<file path="src/rtl/memtest_pkg.sv">
package memtest_pkg;

  localparam logic [31:0] PAT_SEED = 32'h12AB_CDEF;
  localparam logic [31:0] PAT_STEP = 32'h8765_4321;

  // which per-pass cycle counter advances this cycle
  typedef enum logic [1:0] {
    CNT_NONE = 2'd0,
    CNT_WR   = 2'd1,
    CNT_MOD  = 2'd2,
    CNT_RD   = 2'd3
  } cntSel_e;

  // strobes from the sequencer to the datapath
  typedef struct packed {
    logic    clear;    // new run: wipe status, rewind pattern
    logic    rewind;   // next pass: address 0, pattern back to seed
    logic    advance;  // next word: address+1, pattern+step
    logic    capture;  // latch the failing address and syndrome
    logic    invData;  // use complement of pattern (write data / expected)
    cntSel_e cntSel;
  } dpCtrl_t;

endpackage

</file>
<file path="src/rtl/memtest_dp.sv">
module memtest_dp
  import memtest_pkg::*;
#(
  parameter int ADDR_W = 10,
  parameter int WORDS  = 1024,
  parameter int CYC_W  = 32
) (
  input  logic              clk,
  input  logic              rstN,
  input  dpCtrl_t           ctl,
  input  logic [31:0]       memRdata,
  output logic [ADDR_W-1:0] memAddr,
  output logic [31:0]       memWdata,
  output logic              lastWord,
  output logic              mismatch,
  output logic              errFlag,
  output logic [ADDR_W-1:0] failAddr,
  output logic [31:0]       failSyndrome,
  output logic [CYC_W-1:0]  cycWrite,
  output logic [CYC_W-1:0]  cycModify,
  output logic [CYC_W-1:0]  cycRead
);

  localparam int NUM_PASSES = 3;
  localparam logic [ADDR_W-1:0] LAST_ADDR = ADDR_W'(WORDS - 1);

  logic [ADDR_W-1:0] addrQ;
  logic [31:0]       patQ;
  logic [31:0]       patSel;
  logic [31:0]       syndrome;
  logic [CYC_W-1:0]  cycCnt [NUM_PASSES];

  assign patSel   = ctl.invData ? ~patQ : patQ;
  assign syndrome = memRdata ^ patSel;
  assign mismatch = |syndrome;
  assign lastWord = (addrQ == LAST_ADDR);
  assign memAddr  = addrQ;
  assign memWdata = patSel;

  // address and pattern generator
  always_ff @(posedge clk) begin
    if (!rstN) begin
      addrQ <= '0;
      patQ  <= PAT_SEED;
    end else if (ctl.clear || ctl.rewind) begin
      addrQ <= '0;
      patQ  <= PAT_SEED;
    end else if (ctl.advance) begin
      addrQ <= addrQ + ADDR_W'(1);
      patQ  <= patQ + PAT_STEP;
    end
  end

  // first-failure capture
  always_ff @(posedge clk) begin
    if (!rstN || ctl.clear) begin
      errFlag      <= 1'b0;
      failAddr     <= '0;
      failSyndrome <= '0;
    end else if (ctl.capture) begin
      errFlag      <= 1'b1;
      failAddr     <= addrQ;
      failSyndrome <= syndrome;
    end
  end

  // one cycle counter per pass
  for (genvar g = 0; g < NUM_PASSES; g++) begin : g_passCnt
    always_ff @(posedge clk) begin
      if (!rstN || ctl.clear) begin
        cycCnt[g] <= '0;
      end else if (2'(ctl.cntSel) == 2'(g + 1)) begin
        cycCnt[g] <= cycCnt[g] + CYC_W'(1);
      end
    end
  end

  assign cycWrite  = cycCnt[0];
  assign cycModify = cycCnt[1];
  assign cycRead   = cycCnt[2];

endmodule

</file>
<file path="src/rtl/memtest_ctrl.sv">
module memtest_ctrl
  import memtest_pkg::*;
#(
  parameter int RD_LAT = 2
) (
  input  logic    clk,
  input  logic    rstN,
  input  logic    start,
  input  logic    lastWord,
  input  logic    mismatch,
  output dpCtrl_t ctl,
  output logic    memWe,
  output logic    memRe,
  output logic    busy,
  output logic    done
);

  localparam int WAIT_W = $clog2(RD_LAT + 1);
  localparam logic [WAIT_W-1:0] WAIT_LAST = WAIT_W'(RD_LAT);

  typedef enum logic [2:0] {
    ST_IDLE, ST_WRITE, ST_ISSUE, ST_WAIT, ST_FIX, ST_DONE
  } state_e;

  state_e            stateQ, stateD;
  logic              readPassQ, readPassD;
  logic [WAIT_W-1:0] waitQ, waitD;
  cntSel_e           checkCnt;

  assign checkCnt = readPassQ ? CNT_RD : CNT_MOD;

  always_comb begin
    stateD    = stateQ;
    readPassD = readPassQ;
    waitD     = waitQ;
    ctl       = '0;
    memWe     = 1'b0;
    memRe     = 1'b0;
    unique case (stateQ)
      ST_IDLE, ST_DONE: begin
        if (start) begin
          ctl.clear = 1'b1;
          readPassD = 1'b0;
          stateD    = ST_WRITE;
        end
      end
      ST_WRITE: begin
        memWe      = 1'b1;
        ctl.cntSel = CNT_WR;
        if (lastWord) begin
          ctl.rewind = 1'b1;
          stateD     = ST_ISSUE;
        end else begin
          ctl.advance = 1'b1;
        end
      end
      ST_ISSUE: begin
        memRe      = 1'b1;
        ctl.cntSel = checkCnt;
        waitD      = WAIT_W'(1);
        stateD     = ST_WAIT;
      end
      ST_WAIT: begin
        ctl.cntSel  = checkCnt;
        ctl.invData = readPassQ;
        if (waitQ == WAIT_LAST) begin
          if (mismatch) begin
            ctl.capture = 1'b1;
            stateD      = ST_DONE;
          end else if (!readPassQ) begin
            stateD = ST_FIX;
          end else if (lastWord) begin
            stateD = ST_DONE;
          end else begin
            ctl.advance = 1'b1;
            stateD      = ST_ISSUE;
          end
        end else begin
          waitD = waitQ + WAIT_W'(1);
        end
      end
      ST_FIX: begin
        memWe       = 1'b1;
        ctl.invData = 1'b1;
        ctl.cntSel  = CNT_MOD;
        stateD      = ST_ISSUE;
        if (lastWord) begin
          ctl.rewind = 1'b1;
          readPassD  = 1'b1;
        end else begin
          ctl.advance = 1'b1;
        end
      end
      default: stateD = ST_IDLE;
    endcase
  end

  always_ff @(posedge clk) begin
    if (!rstN) begin
      stateQ    <= ST_IDLE;
      readPassQ <= 1'b0;
      waitQ     <= '0;
    end else begin
      stateQ    <= stateD;
      readPassQ <= readPassD;
      waitQ     <= waitD;
    end
  end

  assign busy = (stateQ != ST_IDLE) && (stateQ != ST_DONE);
  assign done = (stateQ == ST_DONE);

endmodule

</file>
<file path="src/rtl/memtest_engine.sv">
module memtest_engine
  import memtest_pkg::*;
#(
  parameter int ADDR_W = 10,
  parameter int WORDS  = 1024,
  parameter int RD_LAT = 2,
  parameter int CYC_W  = 32
) (
  input  logic              clk,
  input  logic              rstN,
  input  logic              start,
  output logic [ADDR_W-1:0] memAddr,
  output logic [31:0]       memWdata,
  output logic              memWe,
  output logic              memRe,
  input  logic [31:0]       memRdata,
  output logic              busy,
  output logic              done,
  output logic              errFlag,
  output logic [ADDR_W-1:0] failAddr,
  output logic [31:0]       failSyndrome,
  output logic [CYC_W-1:0]  cycWrite,
  output logic [CYC_W-1:0]  cycModify,
  output logic [CYC_W-1:0]  cycRead
);

  dpCtrl_t ctl;
  logic    lastWord;
  logic    mismatch;

  memtest_ctrl #(.RD_LAT(RD_LAT)) u_ctrl (
    .clk      (clk),
    .rstN     (rstN),
    .start    (start),
    .lastWord (lastWord),
    .mismatch (mismatch),
    .ctl      (ctl),
    .memWe    (memWe),
    .memRe    (memRe),
    .busy     (busy),
    .done     (done)
  );

  memtest_dp #(.ADDR_W(ADDR_W), .WORDS(WORDS), .CYC_W(CYC_W)) u_dp (
    .clk          (clk),
    .rstN         (rstN),
    .ctl          (ctl),
    .memRdata     (memRdata),
    .memAddr      (memAddr),
    .memWdata     (memWdata),
    .lastWord     (lastWord),
    .mismatch     (mismatch),
    .errFlag      (errFlag),
    .failAddr     (failAddr),
    .failSyndrome (failSyndrome),
    .cycWrite     (cycWrite),
    .cycModify    (cycModify),
    .cycRead      (cycRead)
  );

endmodule

</file>
<file path="config.mk">
export PLATFORM = sky130hd
export DESIGN_NAME = memtest_engine
export DESIGN_NICKNAME = d
export VERILOG_FILES = /design/src/rtl/memtest_pkg.sv /design/src/rtl/memtest_dp.sv /design/src/rtl/memtest_ctrl.sv /design/src/rtl/memtest_engine.sv
export SDC_FILE = /design/constraint.sdc
export NUM_CORES = 1
export LEC_CHECK = 0
export BUFFER_PORTS_ARGS = -buffer_cell sky130_fd_sc_hd__buf_2
export CAP_MARGIN = 15
export CORE_UTILIZATION = 35
export CTS_BUF_LIST = sky130_fd_sc_hd__clkbuf_4 sky130_fd_sc_hd__clkbuf_8 sky130_fd_sc_hd__clkbuf_16
export CTS_CLUSTER_DIAMETER = 60
export CTS_CLUSTER_SIZE = 28
export DETAILED_ROUTE_END_ITERATION = 10
export MAX_ROUTING_LAYER = met4
export PLACE_DENSITY_LB_ADDON = 0.25
export SYNTH_ARGS = -nofsm -noshare
export SYNTH_HDL_FRONTEND = slang
export SYNTH_SLANG_ARGS = --single-unit
</file>
<file path="constraint.sdc">
create_clock -name clk -period 4.1 [get_ports clk]
set_clock_uncertainty 0.2 [all_clocks]
set_input_delay 0.41 -clock clk [delete_from_list [all_inputs] [get_ports clk]]
set_output_delay 0.41 -clock clk [all_outputs]
set_load 0.02 [all_outputs]
</file>
==> flow_summary.ini, run 1 <==
[sta]
rsz0062_at_grt = no
fin_setup_tns_ns = 0
setup_viol = 0
relSlewSlack = 0.283
final_hold_viol_count = 0
drv_slew = 0
min_period_ns = 3.73
hold_slack_ns = 0.142
max_freq_mhz = 268
period_share = 0.909
worst_pin_slew_ns = 1.07

[placed_design]
placed_cells = 1608
port_buffers = 219
gp_congestion = 0.884
hpwlAfterDp_um = 19000
dpl-instance-area_um2 = 11400

[synth]
async_flop_share = 0
seq_area_frac_synth = 0.471
ys.flop_type = edfxtp_1
syn_inst = 1060
synth_top_cell_by_area = edfxtp_1
synth_edf_count = 96
syn-num-nets = 1101
ys_types = 54
synthTopCellsByArea = edfxtp_1 29%, dfxtp_1 18%, xor2_1 11%, nor2_1 6.6%, xnor2_1 5.4%
yosys_warnings = 0
ys_seq_elements = 187
synth_top_area_frac = 0.288
synth_area_um2 = 9990
avgSynthCellArea_um2 = 9.43

[clock_tree]
clock_path_buffers = 2
cts_post_setup_buffers_inserted = 0
clkTransAtPathRegs_ns = 0.07
cts_tree = yes
cts_hold_buf = 0
clkSinkCount = 187
htreeDepth = 4
clk_latency_ns = 0.43
post_cts_resized = 0
cts-buffers-inserted = 17
root_buffer = clkbuf_16

[hold_path]
min_delay_path_depth = 3
min_path_type = input port to flop
hold_path_end = u_ctrl.stateQ[2]$_SDFFE_PN0P_
hold_start = start

[setup_path]
ff2ff_setup_slack_ns = 0.37
critical_path.max_fanout = 49
crit_required_ns = 4.26
setup.worst_path.start_class = flop
critPathArrivalTime_ns = 3.88
r2r-end = u_dp.memAddr[9]$_SDFFE_PP0P_
reg2reg_from = u_ctrl.stateQ[1]$_SDFFE_PN0P_
critPathKind = flop to flop
endpoint_kind = flop
ff2ff_path_depth = 8
crit_start = u_ctrl.stateQ[1]$_SDFFE_PN0P_

[status]
outcome = finished clean

[routing]
route.vias.total = 8285
dr.pass1.iters = 5
drt_iter0_markers = 552
post_drt_wl_per_cell_um = 16.1
antenna_left = 0
wirelength_um = 26500
route.detailed.drc = 0
via_per_inst = 5.04

[global_route]
grt_antenna_before_repair = 3
grt-ovfl-total = 0
track_usage = 0.186
grt_pass1_wl_um = 41400
grt_max_degree = 63
grt_pass1_vias = 7654

[final_layout]
multi_input_area_um2 = 4970
layout-drive-gt1-share = 0.230
area_delta_synth_final_pct = 20.7
sequential_cell_area_um2 = 4700
fill_cells = 2831
nNetsFinal = 1290
stdcell_count = 1643
fin_area_um2 = 12100

[floorplanning]
die_area_um2 = 29200
std_cell_rows = 61
die_h_um = 171
ios = 220
initial_core_util = 0.358
die_w_um = 171
coreArea_um2 = 27900

[pwr]
p_leak_nw = 4.76
p_per_area_nw_per_um2 = 368
vdd_drop_max_v = 0.000231

[job]
max_cap_violations = 0
[worst max-delay path by stage]
stage                                        end  depth (start not counted)
floorplan                           memWdata[10]                          7
global placement    u_dp.memAddr[9]$_SDFFE_PP0P_                          8
detailed placement    u_dp.patQ[22]$_SDFFE_PP0P_                          8
CTS                   u_dp.patQ[22]$_SDFFE_PP0P_                          8
global route          u_dp.patQ[22]$_SDFFE_PP0P_                          8
finish              u_dp.memAddr[9]$_SDFFE_PP0P_                          8
[flip-flops by register name, indices dropped and copies added, names as in the netlist, 2 cells and up]
signal             cells
u_dp.failSyndrome     32
u_ctrl.stateQ          3
u_dp.cycCnt           96
u_dp.memAddr          10
u_dp.failAddr         10
u_dp.patQ             32
u_ctrl.waitQ           2
[logic make-up after synthesis]
kind of cell | synth area share
AO/OA/AOI/OAI | 0.0947
flip-flops | 0.471
XOR/XNOR | 0.170
buffers and inverters | 0.0331
AND/OR/NAND/NOR | 0.212
multiplexers | 0.0121
adder cells (fa/ha/maj) | 0.00751
[metrics by stage]
stage / util / power [mW] / setup WS, ns
after CTS: 0.432 / 4.49 / 0.377
after detailed placement: 0.410 / 2.71 / 0.397
after global routing: 0.432 / 4.61 / 0.0867
final: 0.432 / 4.44 / 0.374
after floorplan: - / 2.51 / 1.05
after global placement: 0.410 / 2.70 / 0.453
[placed cells by master, fill, tap and decap left out, drive strengths merged, types with 31 or more instances in the layout]
cell type  netlist  routed
buf             18     240
nor2           177     177
xor2           121     121
edfxtp          96      96
dfxtp           91      91
xnor2           68      68
nand2           64      64
nand3           58      58
o21ai           41      41
a211oi          37      37
a21oi           35      35
or3             31      31
[worst max-delay path: stages, from the launching register on]
cell      delay [ns]
dfxtp_1         0.52
nand2b_1        0.21
o21ai_4         0.73
and4_1          0.30
o22ai_1         0.09
a2111o_1        0.56
and2_4          0.36
or4_1           0.50
a21oi_1         0.15
[synthesized netlist by cell type (all sizes together), types with 10 or more instances]
| library cell | instances |
|---|---|
| nand4 | 24 |
| nor3 | 10 |
| buf | 18 |
| a211oi | 37 |
| nor4 | 10 |
| xor2 | 121 |
| nor2 | 177 |
| nand2 | 64 |
| mux2i | 11 |
| o21ai | 41 |
| xnor2 | 68 |
| edfxtp | 96 |
| nand3 | 58 |
| inv | 10 |
| and4 | 17 |
| and3 | 16 |
| clkbuf | 52 |
| or3 | 31 |
| a21oi | 35 |
| dfxtp | 91 |
[cell type report]
cell class	count	area share
Multi-Input combinational cell	793	0.412
Sequential cell	187	0.390
Timing Repair Buffer	240	0.104
Tap cell	378	0.0392
Clock buffer	18	0.0359
Clock inverter	14	0.0152
Inverter	10	0.00311
Antenna cell	3	0.000622
[where the power goes]
part	total, mW	switching (mW)	internal [mW]
sequential	2.15	0.107	2.04
clock	1.78	0.792	0.986
combinational	0.513	0.328	0.185
[per-layer routing]
metal | vias to the layer above | wire [um] | GRT usage | share of wire
met5 | - | 0 | - | 0
met4 | 0 | 331 | 0.0637 | 0.012
met3 | 24 | 1270 | 0.0303 | 0.048
met2 | 208 | 12500 | 0.288 | 0.47
met1 | 3957 | 12400 | 0.246 | 0.47
li1 | 4096 | - | - | -
Power figures use the tool's default switching activity.
==> run 2: changes to the inputs <==
REMOVE_ABC_BUFFERS = 1   (was not set)
==> flow_summary.ini, run 2 (synthesized netlist as in run 1, its figures left out) <==
[setup_path]
ff2ff_path_depth = 9
r2r-end = u_dp.memAddr[9]$_SDFFE_PP0P_
crit_required_ns = 4.26
ff2ff_setup_slack_ns = 0.58
critPathKind = flop to flop
critical_path.max_fanout = 49
reg2reg_from = u_ctrl.stateQ[1]$_SDFFE_PN0P_
setup.worst_path.start_class = flop
critPathArrivalTime_ns = 3.68
endpoint_kind = flop

[status]
outcome = finished clean

[final_layout]
final_util = 0.430
nNetsFinal = 1287
final_cell_mix = 219 x buf_2, 177 x nor2_1, 121 x xor2_1
layout-drive-gt1-share = 0.228
reg.largest.list = u_dp.cycCnt x96, u_dp.failSyndrome x32, u_dp.patQ x32
area_delta_synth_final_pct = 20.2
final_common_cell = buf_2
regMostFlops = u_dp.cycCnt
largest_register_ffs = 96
fill_cells = 2786

[sta]
min_period_ns = 3.52
relSlewSlack = 0.258
rsz0062_at_grt = no
setup_viol = 0
period_share = 0.858
worst_pin_slew_ns = 1.11
final_hold_viol_count = 0
drv_slew = 0
max_freq_mhz = 284

[routing]
post_drt_wl_per_cell_um = 15.6
wirelength_um = 25500
route.detailed.drc = 0
via_per_inst = 4.95
dr.pass1.iters = 5
route.vias.total = 8103
antenna_left = 0
drt_iter0_markers = 477

[pwr]
combPwrFrac = 0.118
intPower_mw = 3.04
sequentialPowerShare = 0.502
sw_frac_of_total = 0.290
vdd_drop_max_v = 0.000256
p_leak_nw = 4.72
switchingPower_mw = 1.24
p_per_area_nw_per_um2 = 356
p_clk_frac = 0.379
power_mw = 4.28

[placed_design]
gp_congestion = 0.823
hpwlAfterDp_um = 18200
port_buffers = 219

[global_route]
grt_pass1_wl_um = 39800
grt_max_degree = 56
grt_antenna_before_repair = 1
grt_pass1_vias = 7303
grt-ovfl-total = 0
track_usage = 0.179

[clock_tree]
clkTransAtPathRegs_ns = 0.07
cts_post_setup_buffers_inserted = 0
cts_tree = yes
clock_path_buffers = 2
post_cts_resized = 0
clk_latency_ns = 0.43
htreeDepth = 4
root_buffer = clkbuf_16
cts_hold_buf = 0
cts-buffers-inserted = 17
clkSinkCount = 187

[floorplanning]
std_cell_rows = 61
die_area_um2 = 29200
die_h_um = 171
coreArea_um2 = 27900
ios = 220
die_w_um = 171
initial_core_util = 0.358

[job]
max_cap_violations = 0

[hold_path]
hold_path_end = u_ctrl.stateQ[2]$_SDFFE_PN0P_
hold_start = start
min_path_type = input port to flop
min_delay_path_depth = 3
-- run 2: cell count changes in the layout (fill, tap and decap cells not counted), sizes merged --
| cell | delta |
|---|---|
| buf | -3 |
| bufinv | -3 |
| clkinv | +3 |
| diode | -2 |
-- run 2: stage by stage --
| step | instance area, um^2 | instances | hold slack, ns | setup TNS [ns] | setup WS, ns |
|---|---|---|---|---|---|
| 6_report | 12000 | 1638 | 0.130 | 0 | 0.582 |
| 5_1_grt | 12000 | 1638 | 0.148 | 0 | 0.313 |
| 3_3_place_gp | 11400 | 1604 | 0.249 | 0 | 0.693 |
| 2_1_floorplan | 9700 | 990 | 0.279 | -236.14 | -4.64 |
| 4_1_cts | 12000 | 1636 | 0.112 | 0 | 0.609 |
| 3_5_place_dp | 11400 | 1604 | 0.272 | 0 | 0.643 |
-- run 2: how the worst max path moves through the flow --
stage | start | to
after floorplan | u_ctrl.stateQ[1]$_SDFFE_PN0P_ | u_dp.failAddr[0]$_SDFFE_PP0P_
after global placement | memRdata[15] | u_dp.memAddr[9]$_SDFFE_PP0P_
after detailed placement | u_ctrl.stateQ[1]$_SDFFE_PN0P_ | u_dp.memAddr[5]$_SDFFE_PP0P_
after CTS | u_ctrl.stateQ[1]$_SDFFE_PN0P_ | u_dp.memAddr[9]$_SDFFE_PP0P_
after global routing | u_ctrl.stateQ[1]$_SDFFE_PN0P_ | u_dp.memAddr[5]$_SDFFE_PP0P_
final | u_ctrl.stateQ[1]$_SDFFE_PN0P_ | u_dp.memAddr[9]$_SDFFE_PP0P_
-- run 2: metal layers --
metal  global-route usage  vias to the layer above  part of all wire
li1                     -                     4102                 -
met1                0.243                     3776              0.48
met2                0.268                      200              0.45
met3               0.0310                       25             0.045
met4               0.0590                        0             0.021
met5                    -                        -                 0
-- run 2: layout make-up --
class | instances | area [um^2] | area share
Multi-Input combinational cell | 793 | 4970 | 0.414
Antenna cell | 1 | 2.50 | 0.000208
Timing Repair Buffer | 237 | 1250 | 0.104
Clock inverter | 14 | 133 | 0.0110
Clock buffer | 18 | 433 | 0.0361
Inverter | 10 | 37.5 | 0.00313
Tap cell | 378 | 473 | 0.0394
Sequential cell | 187 | 4700 | 0.392
-- run 2: critical path: stages, from the launching register on --
cell      delay (ns)
dfxtp_1         0.54
or3b_1          0.34
o21ai_4         0.23
buf_4           0.24
nor4_1          0.27
a41oi_1         0.11
a2111o_1        0.54
and2_4          0.32
or4_1           0.51
a21oi_1         0.15
-- run 2: power groups by stage --
stage | clock network (mW) | logic [mW] | registers (mW)
detailed placement | 0 | 0.509 | 2.19
global route | 1.74 | 0.553 | 2.16
floorplan | 0 | 0.253 | 2.24
finish | 1.62 | 0.507 | 2.15
CTS | 1.66 | 0.511 | 2.15
global placement | 0 | 0.508 | 2.19
